## config.mk

```make
export PLATFORM = sky130hd
export DESIGN_NAME = code_dispatch
export DESIGN_NICKNAME = d
export VERILOG_FILES = /design/src/rtl/code_dispatch.sv
export SDC_FILE = /design/constraint.sdc
export NUM_CORES = 1
export LEC_CHECK = 0
export BUFFER_PORTS_ARGS = -buffer_cell sky130_fd_sc_hd__buf_2
export CORE_ASPECT_RATIO = 0.5
export CORE_UTILIZATION = 50
export DETAILED_ROUTE_END_ITERATION = 7
export GPL_TIMING_DRIVEN = 0
export PLACE_DENSITY_LB_ADDON = 0.25
export SYNTH_ARGS = -nofsm -noshare
export SYNTH_HDL_FRONTEND = slang
export SYNTH_SLANG_ARGS = --single-unit
```

## constraint.sdc

```tcl
create_clock -name clk -period 6.9 [get_ports clk]
set_clock_uncertainty 0.1 [all_clocks]
set_input_delay 0 -clock clk [delete_from_list [all_inputs] [get_ports clk]]
set_output_delay 0 -clock clk [all_outputs]
set_load 0.1 [all_outputs]
```

## src/rtl/code_dispatch.sv

```systemverilog
module code_dispatch #(
  parameter int WIN = 8,
  localparam int CW = $clog2(WIN + 1)
) (
  input  logic             clk,
  input  logic             rst_n,
  input  logic [8*WIN-1:0] win_data,
  input  logic [CW-1:0]    win_count,
  output logic             m0_valid,
  output logic [7:0]       m0_op,
  output logic [15:0]      m0_arg,
  output logic             m1_valid,
  output logic [7:0]       m1_op,
  output logic [15:0]      m1_arg,
  output logic             c_valid,
  output logic [7:0]       c_op,
  output logic [CW-1:0]    consume,
  output logic             illegal
);

  function automatic logic [2:0] code_len(input logic [7:0] o);
    if (o inside {8'h00, [8'h02:8'h08], [8'h1A:8'h1D], [8'h2A:8'h2D], [8'h3B:8'h3E],
                  [8'h4B:8'h4E], [8'h57:8'h5E], 8'h60, 8'h64, 8'h68, 8'h74, 8'h78,
                  8'h7A, 8'h7C, 8'h7E, 8'h80, 8'h82, 8'hF0, 8'hF1})
      return 3'd1;
    else if (o inside {8'h10, 8'h15, 8'h19, 8'h36, 8'h3A})
      return 3'd2;
    else if (o inside {8'h11, [8'h99:8'hA4], 8'hA7})
      return 3'd3;
    else
      return 3'd0;
  endfunction

  function automatic logic [7:0] byte_at(input logic [2:0] i);
    return win_data[8*int'(i) +: 8];
  endfunction

  function automatic logic [15:0] args_at(input logic [2:0] p, input logic [2:0] l);
    return {(l == 3'd3) ? byte_at(p + 3'd2) : 8'h00,
            (l >= 3'd2) ? byte_at(p + 3'd1) : 8'h00};
  endfunction

  logic          ill_q;
  logic [7:0]    op0, op1;
  logic [2:0]    l0, l1;
  logic [CW-1:0] len0, len1;
  logic          cipher0, cipher1, branch0, bad0, ok0, ok1;
  logic [15:0]   arg0, arg1;

  assign op0     = win_data[7:0];
  assign l0      = code_len(op0);
  assign op1     = byte_at(l0);
  assign l1      = code_len(op1);
  assign len0    = CW'(l0);
  assign len1    = CW'(l1);
  assign cipher0 = (op0[7:1] == 7'b1111_000);
  assign cipher1 = (op1[7:1] == 7'b1111_000);
  assign branch0 = op0 inside {[8'h99:8'hA4], 8'hA7};
  assign bad0    = (win_count != '0) && (l0 == 3'd0);
  assign arg0    = args_at(3'd0, l0);
  assign arg1    = args_at(l0, l1);

  assign ok0 = !ill_q && (l0 != 3'd0) && (win_count >= len0);
  assign ok1 = ok0 && !branch0 && (l1 != 3'd0) && (win_count >= len0 + len1)
               && !(cipher0 && cipher1);

  assign c_valid  = (ok0 && cipher0) || (ok1 && cipher1);
  assign c_op     = !c_valid ? 8'h00 : (ok0 && cipher0) ? op0 : op1;

  assign m0_valid = ok0 && (!cipher0 || ok1);
  assign m0_op    = !m0_valid ? 8'h00 : cipher0 ? op1 : op0;
  assign m0_arg   = !m0_valid ? 16'h0 : cipher0 ? arg1 : arg0;

  assign m1_valid = ok0 && !cipher0 && ok1 && !cipher1;
  assign m1_op    = m1_valid ? op1 : 8'h00;
  assign m1_arg   = m1_valid ? arg1 : 16'h0;

  assign consume  = (ok0 ? len0 : '0) + (ok1 ? len1 : '0);
  assign illegal  = ill_q;

  always_ff @(posedge clk or negedge rst_n)
    if (!rst_n) ill_q <= 1'b0;
    else        ill_q <= ill_q | bad0;

endmodule

```

; ---- After elaboration in Yosys (flattened, before gate mapping)
; Index checks and enable logic that the tools add are counted.
[totals]
latch_bits = 0
wordCells = 151
regBits = 1
ramBits = 0
mem_bits_ro = 0
mem_count = 0
inputBits = 70
[op_classes]
n_reduce_logical = 48
div = 0
bitwise_logic = 1
eq_ne = 42
addsub = 4
shifts = 3
mux = 20
order_cmp = 32
n_mul = 0
[ops]
columns = cell, count
row1 = 64-bit by 7-bit indexed part select with 8-bit output, 3
row2 = "8-bit by 7-bit equality test with 1-bit output, second input constant", 16
row3 = "8-bit equality test, second input constant", 10
row4 = 8-bit two-way mux, 9
row5 = "8-bit by 5-bit equality test with 1-bit output, second input constant", 8
row6 = 16-bit two-way mux, 3
row7 = 19-bit nonzero test, 2
row8 = "8-bit by 6-bit equality test with 1-bit output, second input constant", 4
row9 = "8-bit by 6-bit >= comparator with 1-bit output, second input constant", 4
row10 = "8-bit by 7-bit >= comparator with 1-bit output, second input constant", 4
row11 = "8-bit by 6-bit <= comparator with 1-bit output, second input constant", 4
row12 = "8-bit by 7-bit <= comparator with 1-bit output, second input constant", 4
row13 = 1-bit logical AND, 28
row14 = "8-bit by 2-bit >= comparator with 1-bit output, second input constant", 2
row15 = "8-bit by 5-bit >= comparator with 1-bit output, second input constant", 2
row16 = "8-bit >= comparator, second input constant", 2
row17 = "8-bit by 4-bit <= comparator with 1-bit output, second input constant", 2
row18 = "8-bit by 5-bit <= comparator with 1-bit output, second input constant", 2
row19 = "8-bit <= comparator, second input constant", 2
row20 = 8-bit logical NOT, 2
row21 = "7-bit equality test, second input constant", 2
row22 = 3-bit nonzero test, 4
row23 = 2-bit two-way mux, 5
row24 = 5-bit nonzero test, 2
row25 = other kinds (14), 24

; ---- Depth between registers and ports, before layout
[depth]
word_depth = 20
ltp_mapped = 24
mapped_depth_nobuf = 21

; ---- Least setup slack after synthesis
; OpenSTA, ideal clock, no wires.
[synth_timing]
kind = input -> output
from = in win_data[3]
to = out m1_op[4]
arrival_time_ns = 7.642
n_path_buf = 2
cell_stages = 23
slack_ns = -0.842
cell_sequence = buf_2 -> or4b_1 -> or4_1 -> and3_1 -> a31o_4 -> nand2_4 -> inv_2 -> mux2i_4 -> o32a_1 -> o211ai_1 -> o2111ai_1 -> or3_1 -> ha_1 -> inv_1 -> fa_1 -> ha_1 -> a21oi_1 -> nor2b_1 -> o311ai_0 -> and2b_1 -> buf_2 -> nand2_2 -> nor4_1
[synth_via]
elab_chain_len = 20
[synth_lines]
columns = element, line_no
row1 = start: declaration, 7  ; input logic [8*WIN-1:0] win_data,
row2 = 8-bit >= comparator / 8-bit <= comparator (equally long branches), "28, 58"
row3 = 1-bit logical AND, "28, 58"
row4 = 3-bit nonzero test, 28  ; else if (o inside {8'h11, [8'h99:8'hA4], 8'hA7})
row5 = 2-bit two-way mux, 28
row6 = 2-bit two-way mux, 26  ; else if (o inside {8'h10, 8'h15, 8'h19, 8'h36, 8'h3A})
row7 = 3-bit two-way mux, 22  ; if (o inside {8'h00, [8'h02:8'h08], [8'h1A:8'h1D], [8'h2A:8'h2D], [8'h3B:8'h3E],
row8 = 64-bit by 7-bit indexed part select with 8-bit output, 35  ; return win_data[8*int'(i) +: 8];
row9 = 8-bit >= comparator / 8-bit <= comparator (equally long branches), 28
row10 = (+3 left out), n/a
row11 = 2-bit two-way mux, 26
row12 = 2-bit two-way mux, 22
row13 = 3-bit by 3-bit adder with 4-bit output / 3-bit nonzero test (equally long branches), 64  ; assign ok1 = ok0 && !branch0 && (l1 != 3'd0) && (win_count >= len0 + len1)
row14 = 4-bit >= comparator / 1-bit logical AND (equally long branches), 64
row15 = 1-bit logical AND, 64
row16 = 1-bit logical AND, 65  ; && !(cipher0 && cipher1);
row17 = 1-bit logical AND (2 in series), 74  ; assign m1_valid = ok0 && !cipher0 && ok1 && !cipher1;
row18 = 8-bit two-way mux *, 75  ; assign m1_op = m1_valid ? op1 : 8'h00;
row19 = end: declaration, 13  ; output logic [7:0] m1_op,
; Mark *: on every way between the ends. The rest lies on a longest branch, timed or not.

; ---- Worst setup path after layout
[layout_timing]
from = in win_data[3]
to = out consume[1]
[layout_via]
elab_chain_len = 19
[layout_lines]
columns = element, line_no
row1 = 8-bit >= comparator / 8-bit <= comparator (equally long branches), "28, 58"
row2 = 1-bit logical AND, "28, 58"
row3 = 3-bit nonzero test, 28
row4 = 2-bit two-way mux, 28
row5 = 2-bit two-way mux, 26
row6 = 3-bit two-way mux, 22
row7 = 64-bit by 7-bit indexed part select with 8-bit output, 35
row8 = 8-bit >= comparator / 8-bit <= comparator (equally long branches), 28
row9 = (+3 left out), n/a
row10 = 2-bit two-way mux, 26
row11 = 2-bit two-way mux, 22
row12 = 3-bit by 3-bit adder with 4-bit output / 3-bit nonzero test (equally long branches), 64
row13 = 4-bit >= comparator / 1-bit logical AND (equally long branches), 64
row14 = 1-bit logical AND, 64
row15 = 1-bit logical AND, 65
row16 = 3-bit two-way mux, 78  ; assign consume = (ok0 ? len0 : '0) + (ok1 ? len1 : '0);
row17 = 3-bit by 3-bit adder with 4-bit output *, 78
row18 = end: declaration, 17  ; output logic [CW-1:0] consume,
; Marked as above.

==> metrics.yaml <==
synth_most_common_cell: "nor2_1"
drc: 7
cp.required_ns: 6.80
largest_register_ffs: 1
synthCells: 428
drt-initial-drc-count: 549
setup_viol: 0
cp_max_fo: 10
irDropWorstVdd_uv: 47.1
worstSetupPathType: "in2out"
synthArstFlopShare_pct: 100
synth-xor-area-share_pct: 1.73
ios: 134
power-per-cell-area_nw_per_um2: 73.2
p_leak_nw: 1.65
hold_viol: 0
fmax_mhz: 149
slew_headroom_pct: 24.9
grt_pass1_wl_um: 17800
ant_nets: 0
worstSetupStartpointType: "input pin"
synth_commonest_cells: "nor2_1 (76), o21ai_0 (34), nand2_1 (26), mux2i_1 (25), clkbuf_1 (18)"
yosys.area.top_type_share_pct: 11.9
clk-insertion-delay-late_ns: 0
die_w_um: 112
final_area_um2: 3830
period_needed_ns: 6.70
dieHeight_um: 57.1
track_usage_pct: 34.8
synthSimpleGateAreaFrac_pct: 30.2
nets: 642
path_clk_slew_ns: 0
viasPerCell: 6.57
violations: "DRC"
grt_antenna_before_repair: 0
synthTopCellsByArea: "mux4_2 (12%), nor2_1 (9.4%), mux2i_1 (8.3%), o21ai_0 (5.6%), ha_1 (4.1%)"
rows: 19
max-cap-violations: 0
synth-edff-count: 0
vias: 4148
synth-main-ff-cell: "dfrtp_1"
synth_top_area_cell: "mux4_2"
core_um2: 5660
critical_path_arrival_ns: 6.60
dp_hpwl_um: 9300
yosys_warnings: 0
die-area_um2: 6400
rsz0062_at_grt: "yes"
grt_max_degree: 13
post_cts_buffers: 0
place_area_um2: 3770
end_kind: "output port"
overflow: 0
drt-total-wl_um: 11700
status: "complete, but fails checks"
grt_pass1_vias: 3405
wl_per_cell_um: 18.5
dr.pass1.iters: 7
drive_gt1_share_pct: 33.7
synth_area_um2: 3030
period_share_pct: 97.1
hold_path_class: "in2reg"
diodes: 0
maxSlewViolCount: 0
port_buffers: 126
ys_seq_elements: 1
synth_compound_area_share_pct: 31.6
areaGrowthSynthToFinish_pct: 26.4
ys_seq_area_share_pct: 0.826
synth_adder_area_share_pct: 5.78
tightest_slew_ns: 1.12
avgSynthCellArea_um2: 7.08
muxShareOfSynthArea_pct: 22.8
synth_top_family_by_area: "compound AO/OA/AOI/OAI gates"
start_util_pct: 53.6
hold_ws_ns: 0.150
yosys.cell_types.count: 84
place_congestion: 0.964
==> metal layers <==
layer | global-route usage, % | wire (um) | vias up
met5 | 0 | 0 | -
met4 | 4.95 | 123 | 0
met3 | 7.55 | 1800 | 15
met2 | 51.2 | 4760 | 296
met1 | 52.6 | 4990 | 1934
li1 | - | - | 1903
==> cells by family after synthesis <==
kind of cell	count (synthesis)
and+or+nand+nor	182
other	1
xor gates and xnor gates	6
muxes	47
AOI/OAI and AO/OA	132
DFF	1
adders and majority gates	13
buffers and inverters	46
==> final timing paths <==
check                             start    endpoint  slack [ns]  cells after the start
max                         win_data[3]  consume[1]        0.20                     24
min                        win_count[0]     illegal        0.15                      3
max reg2reg                     illegal     illegal        6.14                      1
min reg2reg                     illegal     illegal        0.41                      1
max in group asynchronous         rst_n     illegal        6.41                      2
min in group asynchronous         rst_n     illegal        0.20                      2
==> layout by cell type (no fill, tap or decap), types with 9 or more instances in the layout <==
master    netlist  layout
o21ai_0        34      32
nand2_1        26      26
clkbuf_1       18      17
nor3_1         15      14
a21oi_1        15      15
nand3_1        10      10
ha_1           10      10
a32oi_1         9       9
mux4_2         16      16
a21o_1          9       9
buf_2           8     119
clkbuf_4        0      15
nor2_1         76      75
mux2i_1        25      25
==> cell type report <==
type                       count  area [um^2]
inverter                      10         37.5
sequential                     1         25.0
timing repair buffer         127          678
multi-input combinational    384         2830
fill                         506         1830
buffer                        36          173
tap                           73         91.3
==> metrics by stage <==
stage / setup TNS [ns] / power, mW / instances / setup WS [ns] / utilization (%)
after global placement: 0 / 0.270 / 630 / 0.150 / 66.7
final: 0 / 0.280 / 631 / 0.203 / 67.7
after global routing: -0.0364 / 0.301 / 631 / -0.0364 / 67.7
after detailed placement: 0 / 0.270 / 630 / 0.0536 / 66.7
after CTS: 0 / 0.272 / 631 / 0.0385 / 66.9
after floorplan: -0.415 / 0.198 / 431 / -0.0691 / -
==> power by group <==
group	internal [mW]	switching, mW
Clock	0	0
Sequential	0.00597	0.000000000000000000429
Combinational	0.110	0.164
==> worst max-delay path: stages <==
cell	delay, ns
buf_2	0.18
clkbuf_1	0.43
o21ai_0	0.28
a2bb2oi_1	0.21
a21o_1	0.29
o21ai_2	0.24
inv_2	0.18
o21ai_1	0.43
mux2i_1	0.35
o32a_1	0.42
o211ai_1	0.09
o2111ai_1	0.20
or3_1	0.44
ha_1	0.19
inv_1	0.06
fa_1	0.42
ha_1	0.29
a21oi_1	0.13
nor2b_1	0.07
o311ai_1	0.43
nor3b_1	0.12
ha_1	0.21
fa_1	0.48
buf_2	0.42
==> what timing repair did <==
item	4_1_cts	5_1_grt
hold buffers	1	0
endpoints found under the setup margin	0	52
hold endpoints to repair	1	0
gates resized for setup	0	20
No activity file was read; power rests on OpenSTA's default activity.
